--- config.mk ---
export PLATFORM = sky130hd
export DESIGN_NAME = csel_commit_sel
export DESIGN_NICKNAME = d
export VERILOG_FILES = /design/src/rtl/csel_pkg.sv /design/src/rtl/csel_prio_list.sv /design/src/rtl/csel_age_pick.sv /design/src/rtl/csel_commit_sel.sv
export SDC_FILE = /design/constraint.sdc
export NUM_CORES = 1
export LEC_CHECK = 0
export ABC_CLOCK_PERIOD_IN_PS = 8450
export BUFFER_PORTS_ARGS = -buffer_cell sky130_fd_sc_hd__clkbuf_2
export CORE_ASPECT_RATIO = 1.25
export CORE_MARGIN = 2
export CORE_UTILIZATION = 35
export DETAILED_ROUTE_END_ITERATION = 7
export GPL_ROUTABILITY_DRIVEN = 0
export MAX_ROUTING_LAYER = met4
export SETUP_SLACK_MARGIN = 0.5
export SYNTH_ARGS = -nofsm -noshare
export SYNTH_HDL_FRONTEND = slang
export SYNTH_SLANG_ARGS = --single-unit
--- constraint.sdc ---
create_clock -name clk -period 8.45 [get_ports clk]
set_clock_uncertainty 0.15 [all_clocks]
set_input_delay 1.2675 -clock clk [delete_from_list [all_inputs] [get_ports clk]]
set_output_delay 1.2675 -clock clk [all_outputs]
set_load 0.1 [all_outputs]
--- src/rtl/csel_pkg.sv ---
package csel_pkg;

  typedef enum logic {
    MODE_ROTATE = 1'b0,
    MODE_AGE    = 1'b1
  } csel_mode_e;

  // Count of set bits in a 32-bit thread vector.
  function automatic int unsigned csel_popcount(input logic [31:0] v);
    int unsigned n;
    n = 0;
    for (int i = 0; i < 32; i++) n += int'(v[i]);
    return n;
  endfunction

  // Strict "older than": on a tie the earlier scanned index keeps the win.
  function automatic logic csel_older(input logic [31:0] a, input logic [31:0] b);
    return a < b;
  endfunction

endpackage

--- src/rtl/csel_prio_list.sv ---
module csel_prio_list #(
  parameter int N  = 4,
  localparam int TW = $clog2(N)
) (
  input  logic          clk,
  input  logic          rst_n,
  input  logic [N-1:0]  elig_i,
  input  logic          adv_i,
  output logic          hit_o,
  output logic [TW-1:0] pick_o,
  output logic [N*TW-1:0] list_o
);

  logic [TW-1:0] q [N];
  logic [TW-1:0] pos;

  // Front-to-back scan for the first eligible thread.
  always_comb begin
    hit_o  = 1'b0;
    pick_o = '0;
    pos    = '0;
    for (int i = 0; i < N; i++) begin
      if (!hit_o && elig_i[q[i]]) begin
        hit_o  = 1'b1;
        pick_o = q[i];
        pos    = TW'(i);
      end
    end
  end

  // Remove the winner from its slot and append it at the back.
  always_ff @(posedge clk) begin
    if (!rst_n) begin
      for (int i = 0; i < N; i++) q[i] <= TW'(i);
    end else if (adv_i && hit_o) begin
      for (int i = 0; i < N - 1; i++) begin
        if (TW'(i) >= pos) q[i] <= q[i+1];
      end
      q[N-1] <= pick_o;
    end
  end

  generate
    for (genvar g = 0; g < N; g++) begin : g_flat
      assign list_o[g*TW +: TW] = q[g];
    end
  endgenerate

endmodule

--- src/rtl/csel_age_pick.sv ---
module csel_age_pick #(
  parameter int N     = 4,
  parameter int SEQ_W = 16,
  localparam int TW   = $clog2(N)
) (
  input  logic [N-1:0]       cand_i,
  input  logic [N*SEQ_W-1:0] seq_i,
  output logic               hit_o,
  output logic [TW-1:0]      pick_o
);

  import csel_pkg::*;

  logic [SEQ_W-1:0] best;

  always_comb begin
    hit_o  = 1'b0;
    pick_o = '0;
    best   = '0;
    for (int i = 0; i < N; i++) begin
      if (cand_i[i]) begin
        if (!hit_o || csel_older(32'(seq_i[i*SEQ_W +: SEQ_W]), 32'(best))) begin
          hit_o  = 1'b1;
          pick_o = TW'(i);
          best   = seq_i[i*SEQ_W +: SEQ_W];
        end
      end
    end
  end

endmodule

--- src/rtl/csel_commit_sel.sv ---
module csel_commit_sel #(
  parameter int N     = 4,
  parameter int SEQ_W = 16,
  localparam int TW   = $clog2(N),
  localparam int IDW  = TW + 1
) (
  input  logic               clk,
  input  logic               rst_n,
  input  logic               mode_i,
  input  logic [N-1:0]       active_i,
  input  logic [N-1:0]       head_rdy_i,
  input  logic [N-1:0]       buf_empty_i,
  input  logic [N*SEQ_W-1:0] head_seq_i,
  output logic               grant_valid_o,
  output logic [IDW-1:0]     grant_tid_o
);

  import csel_pkg::*;

  localparam logic [IDW-1:0] TID_NONE = '1;

  logic            solo;
  logic [TW-1:0]   solo_idx;
  logic            rot_hit, age_hit;
  logic [TW-1:0]   rot_pick, age_pick;
  logic            rot_adv;
  logic [N*TW-1:0] prio_list;
  logic [N-1:0]    rot_elig, age_cand;

  assign rot_elig = active_i & head_rdy_i;
  assign age_cand = active_i & head_rdy_i & ~buf_empty_i;
  assign solo     = (csel_popcount(32'(active_i)) == 1);

  always_comb begin
    solo_idx = '0;
    for (int i = 0; i < N; i++) if (active_i[i]) solo_idx = TW'(i);
  end

  assign rot_adv = !solo && (csel_mode_e'(mode_i) == MODE_ROTATE);

  csel_prio_list #(.N(N)) u_list (
    .clk    (clk),
    .rst_n  (rst_n),
    .elig_i (rot_elig),
    .adv_i  (rot_adv),
    .hit_o  (rot_hit),
    .pick_o (rot_pick),
    .list_o (prio_list)
  );

  csel_age_pick #(.N(N), .SEQ_W(SEQ_W)) u_age (
    .cand_i (age_cand),
    .seq_i  (head_seq_i),
    .hit_o  (age_hit),
    .pick_o (age_pick)
  );

  always_comb begin
    grant_valid_o = 1'b0;
    grant_tid_o   = TID_NONE;
    if (solo) begin
      if (head_rdy_i[solo_idx]) begin
        grant_valid_o = 1'b1;
        grant_tid_o   = {1'b0, solo_idx};
      end
    end else if (csel_mode_e'(mode_i) == MODE_ROTATE) begin
      if (rot_hit) begin
        grant_valid_o = 1'b1;
        grant_tid_o   = {1'b0, rot_pick};
      end
    end else if (age_hit) begin
      grant_valid_o = 1'b1;
      grant_tid_o   = {1'b0, age_pick};
    end
  end

endmodule

==> implementation parameters, run 1 <==
Parameter                              Value

Status
  Outcome ... complete, but fails checks
  Failing checks ... negative setup slack

Floorplanning
  FP Rows ... 32
  Area of the die ... 6840 um2
  Starting density of the core ... 35.6%
  Die width ... 74.4 um
  I/O pin total ... 83
  Standard cell core area ... 6090 um2
  DIE HEIGHT ... 92 um

Global route
  First-pass GRT wire length ... 12200 um
  Largest net degree at the start of global routing ... 14
  Gr usage total ... 22.9%
  Overflow left after global routing ... 0
  Number of global-route vias before repair ... 2773
  Antenna violations before repair ... 0

Synthesis
  Number of synthesized register bits ... 8
  Synth area leader ... ha_1
  Net count of the mapped netlist ... 416
  Synth warn ... 0
  Cell Area, Synth ... 2170 um2
  Most frequently used cell type in the post-synthesis netlist ... ha_1
  Library cells used by synthesis ... 45
  Top FF cell, synth ... edfxtp_1
  Async set-reset flop share out of synthesis ... 0%
  EDFF count, synth ... 8
  Sequential element share of the synthesized area ... 11.1%
  Fraction of post-synthesis cell area in the top cell type by area ... 27.1%
  Cells after synthesis ... 289
  Commonest cells in the synthesized netlist ... ha_1, a21oi_1, nor2_1, nand2_1, o21ai_0
  Average cell area after synthesis ... 7.50 um2
  Cell types with the largest area share after synthesis ... ha_1, edfxtp_1, a21oi_1

Critical path
  Critical path's slowest cell ... a2111o_1
  Biggest cell delay along the critical path ... 0.42 ns
  Category of the critical setup timing path ... in -> out
  Origin of the worst setup path ... buf_empty_i[0]
  Element type at the critical path start ... primary input
  Crit Reg-Reg Startpoint ... u_list.q[1][1]$_SDFFCE_PN0P_
  CP arrival ... 7.11 ns
  CP endpoint kind ... output pin
  Data required time at the worst endpoint ... 7.03 ns
  Register-to-register setup slack ... 6.10 ns
  Critical Path Fanout Max ... 6

Power
  LEAKAGE ... 1.57 nW
  Total power ... 347 uW
  Clock network fraction of design power ... 13.2%
  Switching portion of total power ... 46.1%
  Maximum ir drop on the vdd rail ... 50.7 uV
  Proportion of power drawn by combinational gates ... 72.2%
  Seq pwr share ... 14.6%
  Design internal power ... 187 uW
  Net switching power ... 160 uW
  Power per unit of standard cell area ... 92.5 nW/um2

Cells and area
  Post-layout instance count excluding filler cells ... 496
  Biggest register ... u_list.q
  Core Util, Final ... 61.5%
  Area of the multi-input gates ... 2400 um2
  Fraction of final layout cells sized beyond drive strength 1 ... 51.3%
  Signed area change from the synthesized netlist to the final layout ... 72.7%
  Flip-flop count of the largest register, all copies and words added ... 8
  Fill cells ... 542
  Diodes inserted ... 0
  Leading registers by flop count ... u_list.q: 8 flops
  Area occupied by registers ... 240 um2
  Total number of nets in the final design ... 540

Min path
  Tightest Hold Check Type ... reg -> reg
  Startpoint of the worst hold path ... u_list.q[3][1]$_SDFFCE_PN1P_

Clocking
  Buffer type at the clock tree root ... clkbuf_8
  CTS tree ... done
  TritonCTS Buffers ... 3
  CTS Hold Buffers Added ... 0
  Maximum level of the CTS H-tree ... 1
  Register clock-pin slew on the reported worst setup and hold paths ... 0.04 ns
  Clock insertion delay at the later pin of the skew report ... 0.23 ns
  Max Root-Sink Buffers ... 2
  Number of sinks driven by the clock tree ... 8

Routing
  Remaining design rule violation count ... 0
  Number of DRC markers in iteration 0 ... 165
  Remaining antenna violation count after routing ... 0
  Detailed Routing Iterations Pass 1 ... 4
  Average detailed-routed wire length per instance ... 15.8 um
  Routed WL ... 7820 um
  Via/cell ratio ... 5.54
  Routed vias ... 2748

Timing
  Slew at the pin with the worst max-slew slack ... 0.712 ns
  Max Transition Viols Final ... 0
  Highest achievable clock rate ... 117 MHz
  Final critical delay including setup and external delays ... 8.53 ns
  Setup repair after global routing missed its margin ... yes
  Fin. Hold Viols ... 0
  Final critical-path setup slack ... -0.0786 ns
  Worst slew margin ... 52.1%
  Final period utilization ... 101%
  Setup violation total in the final timing report ... 2

Placed design
  HPWL reported at the end of detailed placement ... 5820 um
  DP Cell Count ... 459
  Number of buffer cells added on primary ports ... 82

Run
  Max Cap Viol ... 0
cell type report:
class                           count  area share (%)
Sequential cell                     8            6.41
Clock buffer                        3            1.10
Multi-Input combinational cell    259            64.2
Tap cell                           85            2.84
Inverter                           11            1.10
Timing Repair Buffer              130            24.4
worst paths after layout:
kind,end,depth (start not counted)
max reg2reg,u_list.q[3][1]$_SDFFCE_PN1P_,4
min,u_list.q[2][1]$_SDFFCE_PN1P_,1
min reg2reg,u_list.q[2][1]$_SDFFCE_PN1P_,1
max,grant_tid_o[0],30
worst max-delay path, delay by kind of cell:
family                     cells  cell delay, ns
AOI/OAI and AO/OA             13            2.98
adders and majority gates      3            0.80
buffers and inverters          7            0.93
and+or+nand+nor                7            1.11
kinds of logic (layout without fill, tap and decap cells):
logic type | after synthesis | after routing | share of synthesized area, %
DFF | 8 | 8 | 11.1
muxes | 4 | 4 | 4.15
and+or+nand+nor | 111 | 111 | 23.5
buffers and inverters | 22 | 144 | 4.67
AOI/OAI and AO/OA | 96 | 96 | 28.5
adders and majority gates | 48 | 48 | 28.0
per-stage QoR:
stage	setup slack (ns)	cell area, um2	TNS (ns)	hold WS, ns
global route	-0.295	3740	-0.509	0.498
CTS	0.143	3350	0	0.456
global placement	-0.0372	2970	-0.0372	0.439
finish	-0.0786	3740	-0.0824	0.462
floorplan	0.0726	2410	0	0.395
detailed placement	-0.139	2970	-0.213	0.447
power by group through the flow:
stage	combinational [mW]	clock [mW]	sequential (mW)
2_1_floorplan	0.137	0	0.0502
3_3_place_gp	0.196	0	0.0510
3_5_place_dp	0.197	0	0.0511
4_1_cts	0.218	0.0459	0.0505
5_1_grt	0.272	0.0487	0.0509
6_report	0.250	0.0458	0.0505
metal layers:
metal | vias to the layer above | routed length (um) | track usage [%] | part of all wire, %
met1 | 1272 | 3210 | 27.9 | 41
met4 | 0 | 162 | 4.91 | 2.1
li1 | 1355 | - | - | -
met5 | - | 0 | - | 0
met2 | 105 | 4040 | 40.3 | 52
met3 | 16 | 402 | 1.98 | 5.1
cell usage in the layout, fill, tap and decap left out, types with 5 or more instances in the layout:
cell / count
a21oi_1: 26
a21oi_2: 13
buf_12: 5
buf_4: 31
buf_6: 9
clkbuf_2: 80
edfxtp_1: 8
ha_1: 33
ha_4: 11
inv_1: 11
nand2_1: 27
nand2_4: 7
nand4_1: 9
nor2_1: 30
nor2_2: 5
o21ai_0: 8
o21ai_1: 7
repair_timing:
| item | CTS | global route |
|---|---|---|
| cloned | 2 | 0 |
| pin swaps | 16 | 38 |
| gates resized for setup | 44 | 47 |
| setup buffers | 13 | 19 |
| endpoints found under the setup margin | 2 | 2 |
Power figures use the tool's default switching activity.
==> run 2: changes to the inputs <==
GPL_TIMING_DRIVEN = 0   (was unset)
==> implementation parameters, run 2 (synthesis results as in run 1) <==
Parameter                              Value

Floorplanning
  I/O pin total ... 83 (unchanged)
  Starting density of the core ... 35.6% (unchanged)
  Die width ... 74.4 um (unchanged)
  Area of the die ... 6840 um2 (unchanged)
  Standard cell core area ... 6090 um2 (unchanged)
  DIE HEIGHT ... 92 um (unchanged)
  FP Rows ... 32 (unchanged)

Critical path
  Worst r2r path cells ... 5 (was 4)
  CP endpoint kind ... output pin (unchanged)
  CP arrival ... 7.05 ns (was 7.11 ns)
  Category of the critical setup timing path ... in -> out (unchanged)
  Biggest cell delay along the critical path ... 0.44 ns (was 0.42 ns)
  Most frequent cell on the critical path ... buf_8
  Critical Path Fanout Max ... 8 (was 6)
  Data required time at the worst endpoint ... 7.03 ns (about the same)
  Crit Reg-Reg Startpoint ... u_list.q[1][1]$_SDFFCE_PN0P_ (unchanged)
  Register-to-register setup slack ... 6.06 ns (was 6.10 ns)
  Element type at the critical path start ... primary input (unchanged)
  Critical path's slowest cell ... a2111o_1 (unchanged)
  Combined buffer and inverter count along the critical path ... 8 (was 7)
  Cell family with most CP delay ... compound AO/OA/AOI/OAI gates (unchanged)
  Worst reg2reg endpoint ... u_list.q[3][1]$_SDFFCE_PN1P_ (unchanged)

Routing
  Detailed Routing Iterations Pass 1 ... 6 (was 4)
  Via/cell ratio ... 5.47 (was 5.54)
  Wire length on met2 ... 3870 um (was 4040 um)
  Remaining antenna violation count after routing ... 0 (unchanged)
  Routed vias ... 2643 (was 2748)
  Number of DRC markers in iteration 0 ... 85 (was 165)
  Remaining design rule violation count ... 0 (unchanged)
  Highest metal layer with signal wires ... met4 (unchanged)
  Average detailed-routed wire length per instance ... 15.5 um (was 15.8 um)
  Routed WL ... 7470 um (was 7820 um)
  Length of routed met3 wiring ... 314 um (was 402 um)
  DRT met1 WL ... 3210 um (about the same)

Placed design
  Number of buffer cells added on primary ports ... 82 (unchanged)
  HPWL reported at the end of detailed placement ... 5830 um (was 5820 um)
  Setup Slack @ Placement ... -0.633 ns (was -0.139 ns)

Cells and area
  Leading registers by flop count ... u_list.q: 8 flops (unchanged)
  Core Util, Final ... 58.8% (was 61.5%)
  Signed area change from the synthesized netlist to the final layout ... 65.0% (was 72.7%)
  Biggest register ... u_list.q (unchanged)
  Top library cells by usage in the layout, fill and taps aside ... clkbuf_2, ha_1, nor2_1 (was clkbuf_2, ha_1, buf_4)
  Total number of nets in the final design ... 527 (was 540)
  Diodes inserted ... 0 (unchanged)
  Flip-flop count of the largest register, all copies and words added ... 8 (unchanged)
  Fraction of final layout cells sized beyond drive strength 1 ... 47.0% (was 51.3%)
  Most frequent standard cell in the layout excluding fill and tap cells ... clkbuf_2 (unchanged)

Clocking
  Maximum level of the CTS H-tree ... 1 (unchanged)
  Register clock-pin slew on the reported worst setup and hold paths ... 0.04 ns (about the same)
  Number of sinks driven by the clock tree ... 8 (unchanged)
  TritonCTS Buffers ... 3 (unchanged)
  Buffer type at the clock tree root ... clkbuf_8 (unchanged)
  Max Root-Sink Buffers ... 2 (unchanged)
  CTS Hold Buffers Added ... 0 (unchanged)
  Clock insertion delay at the later pin of the skew report ... 0.23 ns (about the same)
  CTS tree ... done (unchanged)

Status
  Outcome ... complete, but fails checks (unchanged)
  Failing checks ... negative setup slack (unchanged)

Timing
  Fin. Hold Viols ... 0 (unchanged)
  Slew at the pin with the worst max-slew slack ... 0.692 ns (was 0.712 ns)
  Max Transition Viols Final ... 0 (unchanged)
  Worst slew margin ... 53.5% (was 52.1%)
  Setup violation total in the final timing report ... 1 (was 2)
  Highest achievable clock rate ... 118 MHz (was 117 MHz)
  Final hold slack ... 0.465 ns (was 0.462 ns)
  Final period utilization ... 100% (was 101%)
  Setup repair after global routing missed its margin ... yes (unchanged)
  Final critical-path setup slack ... -0.0176 ns (was -0.0786 ns)
  Final critical delay including setup and external delays ... 8.47 ns (was 8.53 ns)

Power
  Design internal power ... 181 uW (was 187 uW)
  Power per unit of standard cell area ... 93.7 nW/um2 (was 92.5 nW/um2)
  Switching portion of total power ... 46.0% (was 46.1%)
  LEAKAGE ... 1.50 nW (was 1.57 nW)
  Net switching power ... 154 uW (was 160 uW)
  Clock network fraction of design power ... 13.7% (was 13.2%)
  Maximum ir drop on the vdd rail ... 74.9 uV (was 50.7 uV)
  Total power ... 335 uW (was 347 uW)
  Proportion of power drawn by combinational gates ... 71.2% (was 72.2%)
  Seq pwr share ... 15.1% (was 14.6%)

Min path
  Cell depth of the worst min-delay path ... 1 (unchanged)
  Startpoint of the worst hold path ... u_list.q[1][0]$_SDFFCE_PN1P_ (was u_list.q[3][1]$_SDFFCE_PN1P_)
  Hold endpoint ... u_list.q[0][0]$_SDFFCE_PN0P_ (was u_list.q[2][1]$_SDFFCE_PN1P_)
  Tightest Hold Check Type ... reg -> reg (unchanged)

Global route
  Largest net degree at the start of global routing ... 11 (was 14)
  First-pass GRT wire length ... 11900 um (was 12200 um)
  Antenna violations before repair ... 0 (unchanged)
  Overflow left after global routing ... 0 (unchanged)
  Number of global-route vias before repair ... 2674 (was 2773)
  Gr usage total ... 22.2% (was 22.9%)

Run
  Max Cap Viol ... 0 (unchanged)
[run 2: how the worst max path moves through the flow]
stage,slack (ns),to,depth (start not counted),start
floorplan,0.07,grant_tid_o[1],30,buf_empty_i[0]
global placement,-0.58,grant_tid_o[0],32,buf_empty_i[0]
detailed placement,-0.63,grant_tid_o[0],32,buf_empty_i[0]
CTS,-0.07,grant_tid_o[0],32,buf_empty_i[0]
global route,-0.33,grant_tid_o[0],32,buf_empty_i[0]
finish,-0.02,grant_tid_o[0],30,buf_empty_i[0]
[run 2: worst reg2reg max path: stages, from the launching register on]
cell,delay [ns]
edfxtp_1,0.38
mux4_2,0.56
and3_1,0.19
clkbuf_1,0.15
a221oi_1,0.57
nand2_1,0.12
[run 2: routing by layer]
layer / GRT usage, % / vias up
met5: - / -
met4: 3.13 / 0
met3: 3.30 / 8
met2: 39.2 / 69
met1: 26.9 / 1234
li1: - / 1332
[run 2: power by group through the flow]
| stage | combinational (mW) | clock (mW) | sequential [mW] |
|---|---|---|---|
| 4_1_cts | 0.222 | 0.0454 | 0.0506 |
| 3_5_place_dp | 0.191 | 0 | 0.0511 |
| 2_1_floorplan | 0.137 | 0 | 0.0502 |
| 5_1_grt | 0.259 | 0.0482 | 0.0511 |
| 3_3_place_gp | 0.188 | 0 | 0.0511 |
| 6_report | 0.239 | 0.0459 | 0.0506 |
[run 2: timing repair]
action	CTS	global route
endpoints found under the setup margin	2	2
pin swaps	26	30
hold endpoints to repair	0	0
cloned	3	0
gates resized for setup	44	32
setup buffers	14	7
[run 2: cell type report]
type / count / area, um2
well taps: 85 / 106
flip-flops and latches: 8 / 240
inverters: 11 / 41.3
multi-input cells: 259 / 2320
clock buffers: 3 / 41.3
repair buffers: 106 / 673
fillers: 574 / 2510
plain buffers: 11 / 154
[run 2: per-stage QoR]
step	instance area, um2	setup TNS [ns]	instances
floorplan	2410	0	289
global placement	2930	-1.09	456
detailed placement	2930	-1.20	456
CTS	3390	-0.117	476
global route	3580	-0.569	483
finish	3580	-0.0176	483
